File: src/rtl/i2cHostPkg.sv
package i2cHostPkg;
  localparam int BYTE_W = 8;
  localparam int ADDR_W = 7;
  localparam int BIT_CNT_W = $clog2(BYTE_W + 1);

  typedef enum logic [3:0] {
    ST_IDLE, ST_START, ST_LOW, ST_RISE, ST_HIGH,
    ST_STOP_LOW, ST_STOP_RISE, ST_STOP_HIGH, ST_FREE
  } hostState_e;

  // strobes from control to datapath
  typedef struct packed {
    logic loadAddr;
    logic loadCmd;
    logic setSda;
    logic forceLow;
    logic releaseSda;
    logic sample;
    logic nextBit;
  } strobe_t;

  // status from datapath to control
  typedef struct packed {
    logic atAck;
    logic ackOk;
    logic isRead;
    logic addrPhase;
    logic lastRx;
    logic lastCmd;
  } status_t;
endpackage

File: src/rtl/i2cHostCtrl.sv
module i2cHostCtrl
  import i2cHostPkg::*;
#(
  parameter int DIV_W = 16
) (
  input  logic             clk,
  input  logic             rstN,
  input  logic [DIV_W-1:0] halfPeriod,
  input  logic             readReq,
  input  logic             writeReq,
  input  logic             sclIn,
  input  status_t          stat,
  output strobe_t          strb,
  output hostState_e       state,
  output logic             sclOe,
  output logic             busy,
  output logic             done,
  output logic             nackErr
);
  hostState_e nxt;
  logic [DIV_W-1:0] tmr;
  logic tmrDone, errFlag, errSet;

  assign tmrDone = (tmr == halfPeriod - 1'b1);

  always_comb begin
    strb   = '0;
    nxt    = state;
    errSet = 1'b0;
    unique case (state)
      ST_IDLE: if (readReq || writeReq) begin
        strb.loadAddr = 1'b1;
        strb.setSda   = 1'b1;
        strb.forceLow = 1'b1;
        nxt = ST_START;
      end
      ST_START: if (tmrDone) nxt = ST_LOW;
      ST_LOW: begin
        if (tmr == '0) strb.setSda = 1'b1;
        if (tmrDone) nxt = ST_RISE;
      end
      ST_RISE: if (sclIn) begin
        strb.sample = 1'b1;
        nxt = ST_HIGH;
      end
      ST_HIGH: if (tmrDone) begin
        if (!stat.atAck) begin
          strb.nextBit = 1'b1;
          nxt = ST_LOW;
        end else if ((stat.addrPhase || !stat.isRead) && !stat.ackOk) begin
          errSet = 1'b1;
          nxt = ST_STOP_LOW;
        end else if (stat.addrPhase) begin
          strb.nextBit = 1'b1;
          strb.loadCmd = !stat.isRead;
          nxt = ST_LOW;
        end else if (!stat.isRead) begin
          if (stat.lastCmd) nxt = ST_STOP_LOW;
          else begin
            strb.nextBit = 1'b1;
            strb.loadCmd = 1'b1;
            nxt = ST_LOW;
          end
        end else begin
          if (stat.lastRx) nxt = ST_STOP_LOW;
          else begin
            strb.nextBit = 1'b1;
            nxt = ST_LOW;
          end
        end
      end
      ST_STOP_LOW: begin
        if (tmr == '0) begin
          strb.setSda   = 1'b1;
          strb.forceLow = 1'b1;
        end
        if (tmrDone) nxt = ST_STOP_RISE;
      end
      ST_STOP_RISE: if (sclIn) nxt = ST_STOP_HIGH;
      ST_STOP_HIGH: if (tmrDone) begin
        strb.releaseSda = 1'b1;
        nxt = ST_FREE;
      end
      ST_FREE: if (tmrDone) nxt = ST_IDLE;
      default: nxt = ST_IDLE;
    endcase
  end

  always_ff @(posedge clk) begin
    if (!rstN) begin
      state   <= ST_IDLE;
      tmr     <= '0;
      errFlag <= 1'b0;
      done    <= 1'b0;
      nackErr <= 1'b0;
    end else begin
      state <= nxt;
      if (nxt != state) tmr <= (nxt == ST_HIGH) ? DIV_W'(1) : '0;
      else              tmr <= tmr + 1'b1;
      if (strb.loadAddr) errFlag <= 1'b0;
      else if (errSet)   errFlag <= 1'b1;
      done    <= (state == ST_FREE) && tmrDone;
      nackErr <= (state == ST_FREE) && tmrDone && errFlag;
    end
  end

  assign sclOe = (state == ST_LOW) || (state == ST_STOP_LOW);
  assign busy  = (state != ST_IDLE);
endmodule

File: src/rtl/i2cHostData.sv
module i2cHostData
  import i2cHostPkg::*;
(
  input  logic              clk,
  input  logic              rstN,
  input  strobe_t           strb,
  input  logic [ADDR_W-1:0] targetAddr,
  input  logic              readReq,
  input  logic              sdaIn,
  input  logic [BYTE_W-1:0] cmdByte,
  input  logic              cmdLast,
  output status_t           stat,
  output logic              sdaOe,
  output logic [BYTE_W-1:0] rxData,
  output logic              rxValid,
  output logic              rxLast,
  output logic              cmdTake
);
  localparam logic [BIT_CNT_W-1:0] ACK_SLOT = BIT_CNT_W'(BYTE_W);
  localparam logic [BIT_CNT_W-1:0] LAST_BIT = BIT_CNT_W'(BYTE_W - 1);

  logic [BYTE_W-1:0] shiftReg, rxCount, msgLen, byteNow, effLen;
  logic [BIT_CNT_W-1:0] bitCnt;
  logic isRead, addrPhase, ackBit, lastRx, lastCmd, txMode, driveBit, isLast;

  assign txMode  = addrPhase || !isRead;
  assign byteNow = {shiftReg[BYTE_W-2:0], sdaIn};
  assign effLen  = (rxCount != '0) ? msgLen : ((byteNow <= 1) ? BYTE_W'(1) : byteNow);
  assign isLast  = ({1'b0, rxCount} + 1'b1) >= {1'b0, effLen};

  always_comb begin
    if (bitCnt == ACK_SLOT) driveBit = txMode ? 1'b0 : !lastRx;
    else                    driveBit = txMode ? !shiftReg[BYTE_W-1] : 1'b0;
  end

  always_ff @(posedge clk) begin
    if (!rstN) begin
      shiftReg <= '0; bitCnt <= '0; isRead <= 1'b0; addrPhase <= 1'b0;
      ackBit <= 1'b1; rxCount <= '0; msgLen <= '0; lastRx <= 1'b0;
      lastCmd <= 1'b0; sdaOe <= 1'b0; rxData <= '0; rxValid <= 1'b0;
      rxLast <= 1'b0; cmdTake <= 1'b0;
    end else begin
      rxValid <= 1'b0;
      rxLast  <= 1'b0;
      cmdTake <= 1'b0;
      if (strb.loadAddr) begin
        shiftReg  <= {targetAddr, readReq};
        bitCnt    <= '0;
        isRead    <= readReq;
        addrPhase <= 1'b1;
        rxCount   <= '0;
        lastRx    <= 1'b0;
        lastCmd   <= 1'b0;
      end
      if (strb.setSda)     sdaOe <= strb.forceLow || driveBit;
      if (strb.releaseSda) sdaOe <= 1'b0;
      if (strb.sample) begin
        if (bitCnt == ACK_SLOT) ackBit <= sdaIn;
        else if (!txMode) begin
          shiftReg <= byteNow;
          if (bitCnt == LAST_BIT) begin
            rxData  <= byteNow;
            rxValid <= 1'b1;
            rxLast  <= isLast;
            lastRx  <= isLast;
            rxCount <= rxCount + 1'b1;
            if (rxCount == '0) msgLen <= effLen;
          end
        end
      end
      if (strb.nextBit) begin
        if (bitCnt == ACK_SLOT) begin
          bitCnt    <= '0;
          addrPhase <= 1'b0;
        end else begin
          bitCnt <= bitCnt + 1'b1;
          if (txMode) shiftReg <= shiftReg << 1;
        end
      end
      if (strb.loadCmd) begin
        shiftReg <= cmdByte;
        lastCmd  <= cmdLast;
        cmdTake  <= 1'b1;
      end
    end
  end

  assign stat.atAck     = (bitCnt == ACK_SLOT);
  assign stat.ackOk     = !ackBit;
  assign stat.isRead    = isRead;
  assign stat.addrPhase = addrPhase;
  assign stat.lastRx    = lastRx;
  assign stat.lastCmd   = lastCmd;
endmodule

File: src/rtl/i2cMsgHost.sv
module i2cMsgHost
  import i2cHostPkg::*;
#(
  parameter int DIV_W = 16
) (
  input  logic              clk,
  input  logic              rstN,
  input  logic [DIV_W-1:0]  halfPeriod,
  input  logic [ADDR_W-1:0] targetAddr,
  input  logic              readReq,
  input  logic              writeReq,
  input  logic [BYTE_W-1:0] cmdByte,
  input  logic              cmdLast,
  output logic              cmdTake,
  output logic [BYTE_W-1:0] rxData,
  output logic              rxValid,
  output logic              rxLast,
  output logic              busy,
  output logic              done,
  output logic              nackErr,
  input  logic              sclIn,
  input  logic              sdaIn,
  output logic              sclOe,
  output logic              sdaOe
);
  strobe_t    strb;
  status_t    stat;
  hostState_e hostState;

  i2cHostCtrl #(.DIV_W(DIV_W)) uCtrl (
    .clk(clk), .rstN(rstN), .halfPeriod(halfPeriod), .readReq(readReq),
    .writeReq(writeReq), .sclIn(sclIn), .stat(stat), .strb(strb),
    .state(hostState), .sclOe(sclOe), .busy(busy), .done(done), .nackErr(nackErr)
  );

  i2cHostData uData (
    .clk(clk), .rstN(rstN), .strb(strb), .targetAddr(targetAddr),
    .readReq(readReq), .sdaIn(sdaIn), .cmdByte(cmdByte), .cmdLast(cmdLast),
    .stat(stat), .sdaOe(sdaOe), .rxData(rxData), .rxValid(rxValid),
    .rxLast(rxLast), .cmdTake(cmdTake)
  );
endmodule

File: config.mk
export PLATFORM = sky130hd
export DESIGN_NAME = i2cMsgHost
export DESIGN_NICKNAME = d
export VERILOG_FILES = /design/src/rtl/i2cHostPkg.sv /design/src/rtl/i2cHostCtrl.sv /design/src/rtl/i2cHostData.sv /design/src/rtl/i2cMsgHost.sv
export SDC_FILE = /design/constraint.sdc
export NUM_CORES = 1
export LEC_CHECK = 0
export BUFFER_PORTS_ARGS = -buffer_cell sky130_fd_sc_hd__buf_2
export CORE_MARGIN = 10
export CORE_UTILIZATION = 60
export DETAILED_ROUTE_END_ITERATION = 10
export HOLD_SLACK_MARGIN = 0.03
export PLACE_DENSITY = 0.82
export SETUP_SLACK_MARGIN = 0.3
export SLEW_MARGIN = 20
export SYNTH_ARGS = -nofsm -noshare
export SYNTH_HDL_FRONTEND = slang
export SYNTH_SLANG_ARGS = --single-unit
File: constraint.sdc
create_clock -name clk -period 8 [get_ports clk]
set_input_delay 0.4 -clock clk [delete_from_list [all_inputs] [get_ports clk]]
set_output_delay 0.4 -clock clk [all_outputs]
set_load 0.01 [all_outputs]
==> flow_metrics.env <==
export IMPL_die_area_um2=10800
export IMPL_ys_flop_type="dfxtp_1"
export IMPL_holdCritPathClass="input pin to flop"
export IMPL_synth_top_cell_by_area="dfxtp_1"
export IMPL_grt_pass1_wl_um=18100
export IMPL_drtPass1Iterations=5
export IMPL_worst_clock_skew_ns=0.0118
export IMPL_initial_utilization=0.619
export IMPL_grt_usage=0.194
export IMPL_place_port_buffers=53
export IMPL_layout_drive_gt1_share=0.170
export IMPL_clock_path_buffers=2
export IMPL_cts_hold_fix_buffers=0
export IMPL_relSlewSlack=0.292
export IMPL_dieHeight_um=104
export IMPL_drtIter0Drc=306
export IMPL_synth_area_um2=4230
export IMPL_maxCapViolCount=0
export IMPL_setup_tns_ns=0
export IMPL_power_density_nw_per_um2=159
export IMPL_grt_max_degree=37
export IMPL_crit_path_end_kind="flop"
export IMPL_postCtsSetupBuffers=0
export IMPL_rsz0062_at_grt="no"
export IMPL_r2r_start="uData.rxCount[5]$_SDFF_PN0_"
export IMPL_synth_top_area_frac=0.322
export IMPL_synth_area_leaders="dfxtp_1 32%, nor2_1 6.1%, mux2i_1 4.5%"
export IMPL_worst_r2r_endpoint="uData.lastRx$_SDFF_PN0_"
export IMPL_power_frac_seq=0.472
export IMPL_fin_crit_ns=3.36
export IMPL_timing_final_ws_setup_ns=4.64
export IMPL_drcViolationCount=0
export IMPL_diodes=0
export IMPL_tritoncts="yes"
export IMPL_final_setup_viol_count=0
export IMPL_synth_warnings=0
export IMPL_drv_slew=0
export IMPL_power_internal_mw=0.547
export IMPL_grt_pass1_vias=3767
export IMPL_synth_edf_count=0
export IMPL_status="finished, final reports clean"
export IMPL_path_max_fanout=10
export IMPL_synth_cell_types=63
export IMPL_swShare=0.275
export IMPL_postRouteWirelength_um=10700
export IMPL_hp_start="cmdByte[4]"
export IMPL_io_pins=54
export IMPL_required_ns=8.23
export IMPL_dp_hpwl_um=7840
export IMPL_grt_antenna_before_repair=0
export IMPL_critPathArrivalTime_ns=3.59
export IMPL_cts_sinks=68
export IMPL_r2r_cells=13
export IMPL_postCtsResizedCells=0
export IMPL_async_flop_share=0
export IMPL_cts_clk_slew_worst_paths_ns=0.08
export IMPL_netlist_instances=520
export IMPL_hold_end="uData.shiftReg[4]$_SDFF_PN0_"
export IMPL_max_freq_ghz=0.298
export IMPL_synth_nets=573
export IMPL_finalHoldViolCount=0
export IMPL_path_class="flop to flop"
export IMPL_rrSetupSlack_ns=4.64
export IMPL_row_count=30
export IMPL_vdd_drop_max_v=0.000148
export IMPL_die_x_um=104
export IMPL_root_buffer="clkbuf_8"
export IMPL_worst_pin_slew_ns=1.06
export IMPL_vias_per_cell=5.96
export IMPL_nFillCells=552
export IMPL_synth_area_per_cell_um2=8.13
export IMPL_vias=3970
export IMPL_seq_area_frac_synth=0.322
export IMPL_antenna_left=0
export IMPL_p_sw_mw=0.207
export IMPL_min_path_cells=2
export IMPL_globalplace_congestion=0.951
export IMPL_core_area_um2=6830
export IMPL_final_nets=618
export IMPL_combPwrFrac=0.124
export IMPL_overflow=0
export IMPL_syn2layout_area_growth_pct=12.4
export IMPL_whs_ns=0.266
export IMPL_pre_cts_slack_ns=4.44
export IMPL_htreeDepth=3
export IMPL_pwr_share_clk=0.404
export IMPL_cts_buffers=9
export IMPL_ys_seq_elements=68
export IMPL_worstSkewPairLatency_ns=0.36
export IMPL_p_leak_nw=1.96
export IMPL_finalCritPeriodShare=0.420
export IMPL_wl_per_cell_um=16.1
export IMPL_worstSetupStartpointType="flop"
export IMPL_final_core_util=0.696
-- critical path, cell delays in order, from the launching register on --
cell and delay (ns):
dfxtp_1 0.36, nor4_1 0.40, nand3_1 0.46, o21ai_0 0.37, ha_1 0.27, nand2b_1 0.14
a21o_1 0.17, a21o_1 0.17, a21o_1 0.17, a21o_1 0.16, a21oi_1 0.13, o221ai_1 0.18
a22oi_1 0.19, nor2_1 0.05
-- power groups by stage --
| stage | Clock [mW] | Sequential (mW) | Combinational, mW |
|---|---|---|---|
| 2_1_floorplan | 0 | 0.359 | 0.0642 |
| 3_3_place_gp | 0 | 0.364 | 0.0880 |
| 3_5_place_dp | 0 | 0.364 | 0.0902 |
| 4_1_cts | 0.308 | 0.356 | 0.0920 |
| 5_1_grt | 0.318 | 0.358 | 0.104 |
| 6_report | 0.305 | 0.356 | 0.0932 |
-- layout by cell type (no fill, tap or decap), drive strengths merged, types with 15 or more instances in the layout --
cell type,instances
dfxtp,68
nor3,19
xnor2,21
o21ai,17
nor2,70
xor2,19
nand3,27
a21oi,31
ha,15
nand2,41
buf,56
and2,19
mux2i,19
-- metal layers --
metal	part of all wire	global-route usage	up-vias
li1	-	-	1931
met1	0.47	0.264	1849
met2	0.43	0.292	175
met3	0.084	0.0533	15
met4	0.011	0.0567	0
met5	0	0	-
-- Yosys cell counts (2+ instances only) --
library cell  count
a21o_1            5
a21oi_1          31
a22o_1            9
a22oi_1           4
a31o_2            2
a31oi_1           4
and2_1           19
and3_1           12
buf_2             2
buf_6             2
clkbuf_1         17
dfxtp_1          68
ha_1             15
inv_1            13
mux2_2            7
mux2i_1          19
nand2_1          41
nand2b_1         10
nand3_1          27
nand3b_1          8
nand4_1           6
nor2_1           69
nor2b_1           5
nor3_1           17
nor4_1            9
nor4_2            2
o21ai_0          17
o22ai_1           2
or2_2             2
or3_1             4
or4_1             3
xnor2_1          20
xor2_1           19
-- through the flow --
step | total power [mW] | cells | instance area, um^2
detailed placement | 0.454 | 650 | 4540
finish | 0.754 | 666 | 4750
global placement | 0.452 | 650 | 4540
CTS | 0.756 | 666 | 4750
floorplan | 0.423 | 520 | 4230
global route | 0.780 | 666 | 4750
-- flip-flops by register name (all words and copies together) (netlist names), 4 cells and up --
name            count
uData.rxCount       8
uCtrl.tmr          16
uData.msgLen        8
uData.rxData        8
uData.shiftReg      8
uCtrl.state         4
uData.bitCnt        4
-- how the worst max path moves through the flow --
stage / cells past startpoint / from / slack (ns) / to
3_3_place_gp: 10 / halfPeriod[3] / 4.52 / uData.shiftReg[7]$_SDFF_PN0_
3_5_place_dp: 10 / halfPeriod[3] / 4.44 / uCtrl.tmr[0]$_SDFF_PN0_
6_report: 13 / uData.rxCount[5]$_SDFF_PN0_ / 4.64 / uData.lastRx$_SDFF_PN0_
2_1_floorplan: 9 / halfPeriod[3] / 4.88 / uData.shiftReg[7]$_SDFF_PN0_
4_1_cts: 13 / uData.rxCount[5]$_SDFF_PN0_ / 4.72 / uData.lastRx$_SDFF_PN0_
5_1_grt: 13 / uData.rxCount[5]$_SDFF_PN0_ / 4.33 / uData.lastRx$_SDFF_PN0_
-- final cells by class --
class                           instances  area, um^2  share of cell area
Clock inverter                          5        58.8              0.0124
Sequential cell                        68        1360               0.286
Multi-Input combinational cell        417        2720               0.573
Inverter                               13        48.8              0.0103
Tap cell                               96         120              0.0253
Clock buffer                           11         151              0.0319
Timing Repair Buffer                   56         288              0.0606
-- cell families (layout without fill, tap and decap cells) --
group | Yosys count | after routing | share of synthesized area
simple gates | 247 | 247 | 0.306
compound gates | 88 | 88 | 0.142
xor+xnor | 40 | 40 | 0.0846
mux | 27 | 27 | 0.0663
fa+ha+maj | 15 | 15 | 0.0444
buf+inv | 35 | 85 | 0.0352
flops | 68 | 68 | 0.322
Power figures use the tool's default switching activity.
